`src/rtl/refresh_pkg.sv`:
```
package refresh_pkg;

   // Second feedback tap (1-based) for a one-XOR maximal sequence; 0 = unsupported width.
   function automatic int unsigned lfsr_tap(input int unsigned width);
      case (width)
         2:       return 1;
         3:       return 2;
         4:       return 3;
         5:       return 3;
         6:       return 5;
         7:       return 6;
         9:       return 5;
         10:      return 7;
         11:      return 9;
         default: return 0;
      endcase
   endfunction

   typedef enum logic {
      SPAN_EXACT = 1'b0,   // register as wide as the address; word 0 never visited
      SPAN_WIDE  = 1'b1    // register wider than the address; low bits used
   } span_e;

endpackage

```
`src/rtl/refresh_slot_detect.sv`:
```
module refresh_slot_detect #(
   parameter logic MEM_MARK = 1'b1
) (
   input  logic rst_n,
   input  logic dst_top,
   output logic slot_free
);

   always_comb begin
      slot_free = rst_n && (dst_top != MEM_MARK);
   end

endmodule

```
`src/rtl/refresh_lfsr.sv`:
```
module refresh_lfsr #(
   parameter int unsigned WIDTH = 11,
   parameter int unsigned TAP   = 9
) (
   input  logic             clk,
   input  logic             rst_n,
   input  logic             advance,
   output logic [WIDTH-1:0] state
);

   localparam logic [WIDTH-1:0] SEED = {WIDTH{1'b1}};

   logic             feedback;
   logic [WIDTH-1:0] state_nxt;

   always_comb begin
      feedback  = state[WIDTH-1] ^ state[TAP-1];
      state_nxt = {state[WIDTH-2:0], feedback};
   end

   always_ff @(posedge clk or negedge rst_n) begin
      if (!rst_n) begin
         state <= SEED;
      end else if (advance) begin
         state <= state_nxt;
      end
   end


   nonzero_state_chk: assert property (@(posedge clk) disable iff (!rst_n)
      state != '0);


   idle_hold_chk: assert property (@(posedge clk) disable iff (!rst_n)
      !advance |=> $stable(state));


   shift_move_chk: assert property (@(posedge clk) disable iff (!rst_n)
      advance |=> state[WIDTH-1:1] == $past(state[WIDTH-2:0]));

endmodule

```
`src/rtl/refresh_addr_tap.sv`:
```
module refresh_addr_tap #(
   parameter int unsigned LFSR_W = 11,
   parameter int unsigned ADDR_W = 9
) (
   input  logic [LFSR_W-1:0] state,
   output logic [ADDR_W-1:0] addr
);

   if (LFSR_W == ADDR_W) begin : g_exact
      always_comb addr = state;
   end else begin : g_wide
      logic unused_upper;
      always_comb begin
         addr         = state[ADDR_W-1:0];
         unused_upper = ^state[LFSR_W-1:ADDR_W];
      end
   end

endmodule

```
`src/rtl/refresh_steal_gen.sv`:
```
module refresh_steal_gen #(
   parameter int unsigned LFSR_W   = 11,
   parameter int unsigned ADDR_W   = 9,
   parameter int unsigned DST_W    = 3,
   parameter logic        MEM_MARK = 1'b1
) (
   input  logic              clk,
   input  logic              rst_n,
   input  logic [DST_W-1:0]  dst_field,
   output logic              addr_sel,
   output logic [ADDR_W-1:0] refresh_addr,
   output logic              refresh_req
);
   import refresh_pkg::*;

   localparam int unsigned TAP  = lfsr_tap(LFSR_W);
   localparam span_e       SPAN = (LFSR_W == ADDR_W) ? SPAN_EXACT : SPAN_WIDE;

   if (TAP == 0) begin : g_bad_width
      $error("refresh_steal_gen: LFSR_W has no single-XOR tap entry");
   end
   if (ADDR_W > LFSR_W || ADDR_W < 1) begin : g_bad_addr
      $error("refresh_steal_gen: ADDR_W must be 1..LFSR_W");
   end
   if (DST_W < 2) begin : g_bad_dst
      $error("refresh_steal_gen: DST_W must be at least 2");
   end

   logic              slot_free;
   logic [LFSR_W-1:0] lfsr_state;
   logic              unused_dst_low;

   always_comb unused_dst_low = ^dst_field[DST_W-2:0];

   refresh_slot_detect #(
      .MEM_MARK (MEM_MARK)
   ) slot_i (
      .rst_n     (rst_n),
      .dst_top   (dst_field[DST_W-1]),
      .slot_free (slot_free)
   );

   refresh_lfsr #(
      .WIDTH (LFSR_W),
      .TAP   (TAP)
   ) lfsr_i (
      .clk     (clk),
      .rst_n   (rst_n),
      .advance (slot_free),
      .state   (lfsr_state)
   );

   refresh_addr_tap #(
      .LFSR_W (LFSR_W),
      .ADDR_W (ADDR_W)
   ) tap_i (
      .state (lfsr_state),
      .addr  (refresh_addr)
   );

   always_comb begin
      addr_sel    = slot_free;
      refresh_req = slot_free;
   end


   busy_no_req_chk: assert property (@(posedge clk) disable iff (!rst_n)
      (dst_field[DST_W-1] == MEM_MARK) |-> !refresh_req);


   free_gets_req_chk: assert property (@(posedge clk) disable iff (!rst_n)
      (dst_field[DST_W-1] != MEM_MARK) |-> (refresh_req && addr_sel));


   addr_idle_hold_chk: assert property (@(posedge clk) disable iff (!rst_n)
      !refresh_req |=> $stable(refresh_addr));

   if (SPAN == SPAN_EXACT) begin : g_exact_chk

      no_word0_chk: assert property (@(posedge clk) disable iff (!rst_n)
         refresh_addr != '0);
   end

endmodule

```
`config.mk`:
```
export PLATFORM = sky130hd
export DESIGN_NAME = refresh_steal_gen
export DESIGN_NICKNAME = d
export VERILOG_FILES = /design/src/rtl/refresh_pkg.sv /design/src/rtl/refresh_slot_detect.sv /design/src/rtl/refresh_lfsr.sv /design/src/rtl/refresh_addr_tap.sv /design/src/rtl/refresh_steal_gen.sv
export SDC_FILE = /design/constraint.sdc
export NUM_CORES = 1
export LEC_CHECK = 0
export ABC_AREA = 1
export ABC_CLOCK_PERIOD_IN_PS = 900
export CAP_MARGIN = 20
export CORE_MARGIN = 4
export CORE_UTILIZATION = 35
export CTS_BUF_LIST = sky130_fd_sc_hd__clkbuf_4 sky130_fd_sc_hd__clkbuf_8 sky130_fd_sc_hd__clkbuf_16
export CTS_CLUSTER_SIZE = 28
export DETAILED_ROUTE_END_ITERATION = 10
export GPL_TIMING_DRIVEN = 1
export PLACE_DENSITY = 0.7
export SYNTH_ARGS = -nofsm -noshare
export SYNTH_HDL_FRONTEND = slang
export SYNTH_SLANG_ARGS = --single-unit
export TNS_END_PERCENT = 30
```
`constraint.sdc`:
```
create_clock -name clk -period 0.9 [get_ports clk]
set_input_delay 0.225 -clock clk [delete_from_list [all_inputs] [get_ports clk]]
set_output_delay 0.225 -clock clk [all_outputs]
set_load 0.005 [all_outputs]
```
## Word level (Yosys, flattened, before mapping)

Cells that the tools add are included.

- Bits in registers: 11
- Bits in latches: 0
- Bits in writable memories: 0
- Memory bits (read-only): 0
- Memories kept: 0

- $add $sub $neg: 0
- $mul: 0
- Divide/modulo/power cells: 0
- Magnitude comparators: 0
- Equality and inequality tests: 0
- Shift operators: 0
- Multiplexer cells: 0
- Bitwise logic cells: 2
- Reductions and logical operators: 1

Operator list:

| operator | number |
|---|---|
| logical AND 1 bit | 1 |
| inverter 1 bit | 1 |
| bitwise XOR 1 bit | 1 |

## Longest topological paths before layout

Gate-level depths: netlist of the first run.

- Depth in word-level cells: 2
- Mapped depth: 5
- Depth with buffers taken out: 4

## By module

A second synthesis of the first run with hierarchy kept.

- Cells, all modules: 56
- Area total of the unflattened synthesis: 518.0 um^2

Modules (own cells, without submodules):

| module | instances | cells each | area each (um^2) |
|---|---|---|---|
| refresh_lfsr | 1 | 44 | 432.9 |
| refresh_addr_tap | 1 | 9 | 67.6 |
| refresh_slot_detect | 1 | 2 | 10.0 |
| refresh_steal_gen | 1 | 1 | 7.5 |

## Least setup slack after synthesis of the first run

OpenSTA, ideal clock, no wires.

- Kind: reg2out
- Start point: reg lfsr_i.state[0]
- End point: out refresh_addr[0]
- Arrival time: 0.611 ns
- Data required time: 0.675 ns
- Slack: 0.064 ns
- Stages on the path, launching flop included: 2
- Buffers on the path: 1
- Path through: dfstp_2 buf_4

RTL lines:

| element | line | source |
|---|---|---|
| from (decl) | refresh_lfsr.sv:8 | `output logic [WIDTH-1:0] state` |
| from (signal assigned) | refresh_lfsr.sv:25 | `state <= state_nxt;` |
| to (decl) | refresh_steal_gen.sv:11 | `output logic [ADDR_W-1:0] refresh_addr,` |

No word-level cell between the ends.

## Final worst setup path of the first run

- Start point: reg lfsr_i.state[3]
- End point: out refresh_addr[3]

No word-level cell between the ends.

==> impl_metrics.yaml, run 1 <==
timing:
  timing.hold.ws_ns: 0.0919
  slew_viol_final: 0
  min_period_ns: 1.13
  timing.fmax_mhz: 881
  setup_viol: 10
  setup_ws_ns: -0.235
  skew_ns: 0.00124
  worst_slew_pin_slew_ns: 0.168
  hold_viol: 0
  slew-limit-headroom_pct: 88.7
  fin_crit_sh_pct: 126
  rsz0062_at_grt: "yes"
worst_setup_path:
  critPathLaunchType: "flop"
  slowest_stage: "dfstp_2"
  ff2ff_setup_slack_ns: 0
  cp_max_fo: 2
  r2r_end: "lfsr_i.state[0]"
  worst-path-buf-inv: 1
  slowest_delay_ns: 0.55
  required_ns: 0.67
  crit_arrival_ns: 0.91
  path_delay_family: "flip-flops"
  r2r_start: "lfsr_i.state[8]"
  crit_type: "flop to output port"
  crit_chain: "buf_6"
  reg2reg_depth: 5
  worst_setup_path_end_kind: "output port"
clock_tree:
  htree_levels: 1
  clock_sinks: 11
  cts.reportedPaths.clkPinSlew_ns: 0.07
  clock_latency_ns: 0.27
  cts_tree: "done"
  max-clock-path-buffers: 2
  postCtsHoldBufs: 0
  cts_buffers: 3
  clockRootBuffer: "clkbuf_4"
logic_synthesis:
  syn_inst: 59
  yosys_warnings: 0
  synth.distinct_cells: 10
  avgSynthCellArea_um2: 9.10
  ys_seq_area_share_pct: 53.8
  syn_nets: 64
  synth-seq-cells: 11
  syn_area_um2: 537
power_and_ir_drop:
  p_leak_nw: 0.356
  power_density_nw_per_um2: 2390
  peakVddDrop_mv: 1.05
  p_seq_share_pct: 46.3
  comb_power_share_pct: 33.1
  p_clk_share_pct: 20.6
  p_sw_mw: 0.456
  total_power_mw: 1.65
  p_int_mw: 1.20
  p_sw_share_pct: 27.6
global_routing:
  grt_max_degree: 13
  grtUsageMet2_pct: 13.6
  busiest_layer: "met1"
  gr-usage-met1_pct: 13.8
  grt_first_pass_wirelength_um: 1570
  globalRouteTotalUtil_pct: 10.2
  grt_pass1_vias: 357
  overflow: 0
  gr-usage-met3_pct: 5.75
  antenna_found_initial: 0
layout:
  postLayoutCellArea_um2: 691
  largest_reg_flops: 11
  reg_top3: "lfsr_i.state (11)"
  syn_to_final_growth_pct: 28.7
  top_register: "lfsr_i.state"
  final_nets: 84
  drive_gt1_share_pct: 59.0
  utilization_pct: 50.5
  diodes: 0
  fillers: 135
die:
  die_h_um: 47.2
  core_um2: 1370
  die_area_um2: 2220
  start_util_pct: 39.3
  die_w_um: 47.2
  num_rows: 13
  io-pin-count: 16
route:
  vias_per_cell: 4.08
  ant_nets: 0
  drt-pass1-iter-count: 4
  drc_errors: 0
  dr.first_iter.drc_count: 5
  vias: 379
  totalWireLength_um: 926
  drt-wirelength-per-cell_um: 9.96
place:
  hpwl_um: 646
  place_ws_ns: -0.702
  placed_area_um2: 674
  port-buffer-count: 13
  place.gp.congestion: 0.699
outcome:
  violations: "setup timing"
  status: "finished, violations left"
flow_run:
  maxCapViolations: 0
worst_hold_path:
  hold_path.class: "input port to asynchronous set/reset pin"
==> metal layers <==
metal  vias up  share of wire (%)
met5         -                  0
met4         0                  0
met3         0                6.3
met2         9                 48
met1       165                 46
li1        205                  -
==> power groups by stage <==
stage | clock, mW | sequential [mW] | combinational, mW
finish | 0.341 | 0.766 | 0.546
detailed placement | 0 | 0.768 | 0.562
CTS | 0.356 | 0.759 | 0.497
global route | 0.384 | 0.780 | 0.616
floorplan | 0 | 0.771 | 0.299
global placement | 0 | 0.763 | 0.559
==> worst max path at each step <==
stage / startpoint / to / slack (ns) / cells after the start
final: lfsr_i.state[3] / refresh_addr[3] / -0.23 / 1
after global routing: lfsr_i.state[4] / refresh_addr[4] / -0.28 / 1
after CTS: lfsr_i.state[3] / refresh_addr[3] / -0.25 / 1
after detailed placement: rst_n / refresh_req / -0.70 / 4
after global placement: rst_n / refresh_req / -0.70 / 4
after floorplan: lfsr_i.state[0] / refresh_addr[0] / 0.06 / 1
==> synth_stat cells <==
cell type,n,area (um^2)
nor2_4,1,11.3
o21ai_0,5,25.0
buf_6,1,11.3
inv_2,1,3.75
buf_4,10,75.1
dfstp_2,11,289
nand3_2,1,10.0
nand2_2,1,6.26
inv_1,4,15.0
nand2_1,24,90.1
==> stage by stage <==
step           instances  TNS [ns]
2_1_floorplan         59         0
3_3_place_gp          86     -8.85
3_5_place_dp          86     -9.02
4_1_cts               92     -2.21
5_1_grt               93     -2.52
6_report              93     -2.05
==> cell families after synthesis <==
group           synth area share, %
simple gates                   21.9
flops                          53.8
buf+inv                        19.6
compound gates                 4.66
==> cell type report <==
| cell class | instances | area [um^2] | area share, % |
|---|---|---|---|
| Sequential cell | 11 | 289 | 41.8 |
| Tap cell | 15 | 18.8 | 2.72 |
| Timing Repair Buffer | 26 | 194 | 28.1 |
| Clock inverter | 1 | 5.00 | 0.725 |
| Inverter | 5 | 18.8 | 2.72 |
| Multi-Input combinational cell | 32 | 143 | 20.7 |
| Clock buffer | 3 | 22.5 | 3.26 |
==> repair_timing <==
action | in CTS | in global routing
pin swaps | 2 | 3
endpoints found under the setup margin | 22 | 14
gates resized for setup | 54 | 4
buffers inserted | 2 | 1
==> placed cells by master, fill, tap and decap left out, drive strengths merged <==
cell type / instances
nand3: 1
dfstp: 11
clkbuf: 3
buf: 25
nand2: 25
nor2: 1
clkdlybuf4s15: 1
clkinv: 1
o21ai: 5
inv: 5
Power figures use the tool's default switching activity.
==> inputs of run 2 (changes only) <==
- ABC_CLOCK_PERIOD_IN_PS: 900 -> default
- CORE_AREA: default -> 4 4 41 43
- CORE_MARGIN: 4 -> default
- CORE_UTILIZATION: 35 -> default
- DIE_AREA: default -> 0 0 45 47
- PLACE_DENSITY: 0.7 -> 0.77
- SYNTH_HIERARCHICAL: default -> 1
==> run 2 against run 1 <==
The run still ends with setup timing left. Sequential power is 2% lower. Via count is 2.1% higher. Utilization is 1.6 points lower. First-iteration DRC count is 120% higher. Sequential share of layout area is 3.5 points higher. Power is 7.7% lower. Global-route usage is 1.0 points higher. Die area is 4.9% lower. Cell count is 7.5% lower.
==> impl_metrics.yaml, run 2 <==
outcome:
  status: "finished, violations left"
  violations: "setup timing"
logic_synthesis:
  avgSynthCellArea_um2: 9.25
  ys.flop_type: "dfstp_2"
  syn_nets: 61
  yosys_warnings: 6
  synth.top_cells.by_count: "nand2_1 (16), dfstp_2 (11), buf_4 (10)"
  synth_most_common_cell: "nand2_1"
  syn_area_um2: 518
  syn_inst: 56
  synth.distinct_cells: 10
  yosysTopAreaCellShare_pct: 55.8
  ys_seq_area_share_pct: 55.8
  yosysTopAreaCell: "dfstp_2"
  synthTopCellsByArea: "dfstp_2 (56%), buf_4 (14%), nand2_1 (12%)"
  synth-seq-cells: 11
  async_flop_share_pct: 100
  synth_edf_count: 0
global_routing:
  antenna_found_initial: 0
  overflow: 0
  grt_first_pass_wirelength_um: 1570
  grt_pass1_vias: 376
  grt_max_degree: 14
  globalRouteTotalUtil_pct: 11.2
clock_tree:
  htree_levels: 1
  cts_tree: "done"
  cts.reportedPaths.clkPinSlew_ns: 0.07
  max-clock-path-buffers: 2
  clockRootBuffer: "clkbuf_4"
  clock_latency_ns: 0.26
  cts_buffers: 3
  clock_sinks: 11
layout:
  syn_to_final_growth_pct: 22.9
  final_nets: 77
  final_common_cell: "nand2_1"
  fillers: 131
  multi_input_area_um2: 121
  diodes: 0
  register_area_um2: 289
  final_cells: 86
  reg_top3: "lfsr_i/state (11)"
  largest_reg_flops: 11
  most-common-layout-cells: "nand2_1 (16), dfstp_2 (11), buf_2 (10)"
  drive_gt1_share_pct: 57.7
  top_register: "lfsr_i/state"
power_and_ir_drop:
  power_density_nw_per_um2: 2390
  p_leak_nw: 0.311
  peakVddDrop_mv: 1.11
route:
  vias_per_cell: 4.50
  drt-pass1-iter-count: 4
  totalWireLength_um: 887
  drc_errors: 0
  drt-wirelength-per-cell_um: 10.3
  dr.first_iter.drc_count: 11
  vias: 387
  ant_nets: 0
timing:
  fin_crit_sh_pct: 124
  timing.hold.ws_ns: 0.0936
  hold_viol: 0
  setup_viol: 9
  rsz0062_at_grt: "yes"
  slew-limit-headroom_pct: 90.3
  worst_slew_pin_slew_ns: 0.143
  setup_ws_ns: -0.219
  slew_viol_final: 0
  timing.fmax_mhz: 894
  tns_ns: -1.93
  skew_ns: 0.00479
  min_period_ns: 1.12
die:
  die_w_um: 45
  die_h_um: 47
  io-pin-count: 16
  num_rows: 13
  die_area_um2: 2120
  core_um2: 1300
  start_util_pct: 39.8
worst_setup_path:
  cp.depth: 1
  r2r_end: "lfsr_i/state[0]"
  reg2reg_depth: 5
  worst_setup_path_end_kind: "output port"
  path_delay_family: "flip-flops"
  required_ns: 0.67
  crit_path_start: "lfsr_i/state[1]"
  crit_chain: "buf_6"
  crit_path_end: "refresh_addr[1]"
  worst-path-buf-inv: 1
  critPathLaunchType: "flop"
  r2r_start: "lfsr_i/state[8]"
  crit_arrival_ns: 0.89
  ff2ff_setup_slack_ns: 0.02
  crit_type: "flop to output port"
  cp_max_fo: 2
  slowest_delay_ns: 0.54
  slowest_stage: "dfstp_2"
place:
  place_ws_ns: -0.701
  place.gp.congestion: 0.757
  placedCellCount: 80
  port-buffer-count: 13
flow_run:
  maxCapViolations: 0
worst_hold_path:
  hold_path.class: "input port to asynchronous set/reset pin"
[run 2: cell types whose count changed in the layout (fill, tap and decap cells not counted), moves of 2 or more]
cell / delta
buf_4: -5
buf_2: +2
nand2_1: -8
o21ai_1: +4
[run 2: logic make-up after synthesis]
group                  after synthesis  synth area share [%]
buffers and inverters               18                  21.7
and+or+nand+nor                     18                  13.8
AOI/OAI and AO/OA                    9                  8.70
DFF                                 11                  55.8
[run 2: what timing repair did]
item / CTS / global route
buffers inserted: 2 / 0
gates cloned: 0 / 0
pin swaps: 1 / 2
gates resized for setup: 52 / 8
hold buffers: 0 / 0
endpoints found under the setup margin: 22 / 18
[run 2: metal layers]
layer	track usage (%)	wire length [um]	vias to the layer above
met5	0	0	-
met4	10.5	9	0
met3	4.60	81	2
met2	15.8	424	13
met1	12.7	370	180
li1	-	-	192
[run 2: per-stage QoR]
step	total power [mW]	cell area [um^2]	utilization, %
after global routing	1.65	637	48.9
final	1.52	637	48.9
after floorplan	1.03	518	-
after detailed placement	1.23	633	48.7
after CTS	1.52	629	48.4
after global placement	1.21	633	48.7
[run 2: worst min-delay path by stage]
stage                          startpoint  slack, ns                to  cells past startpoint
after floorplan                     rst_n       0.08   lfsr_i/state[0]                      0
after global placement    lfsr_i/state[1]       0.46   lfsr_i/state[1]                      2
after detailed placement  lfsr_i/state[1]       0.47   lfsr_i/state[1]                      2
after CTS                           rst_n       0.18   lfsr_i/state[0]                      2
after global routing                rst_n       0.10   lfsr_i/state[0]                      2
final                               rst_n       0.09  lfsr_i/state[10]                      2
[run 2: report_power, final]
part	internal, mW	leakage [nW]	switching [mW]
logic	0.236	0.178	0.190
registers	0.688	0.115	0.0597
clock network	0.201	0.0184	0.150
total	1.13	0.311	0.400
[run 2: final cells by class]
| class | count | share of cell area (%) |
|---|---|---|
| clock buffers | 4 | 4.72 |
| repair buffers | 22 | 23.4 |
| well taps | 15 | 2.95 |
| inverters | 7 | 4.52 |
| flip-flops and latches | 11 | 45.4 |
| multi-input cells | 27 | 19.1 |
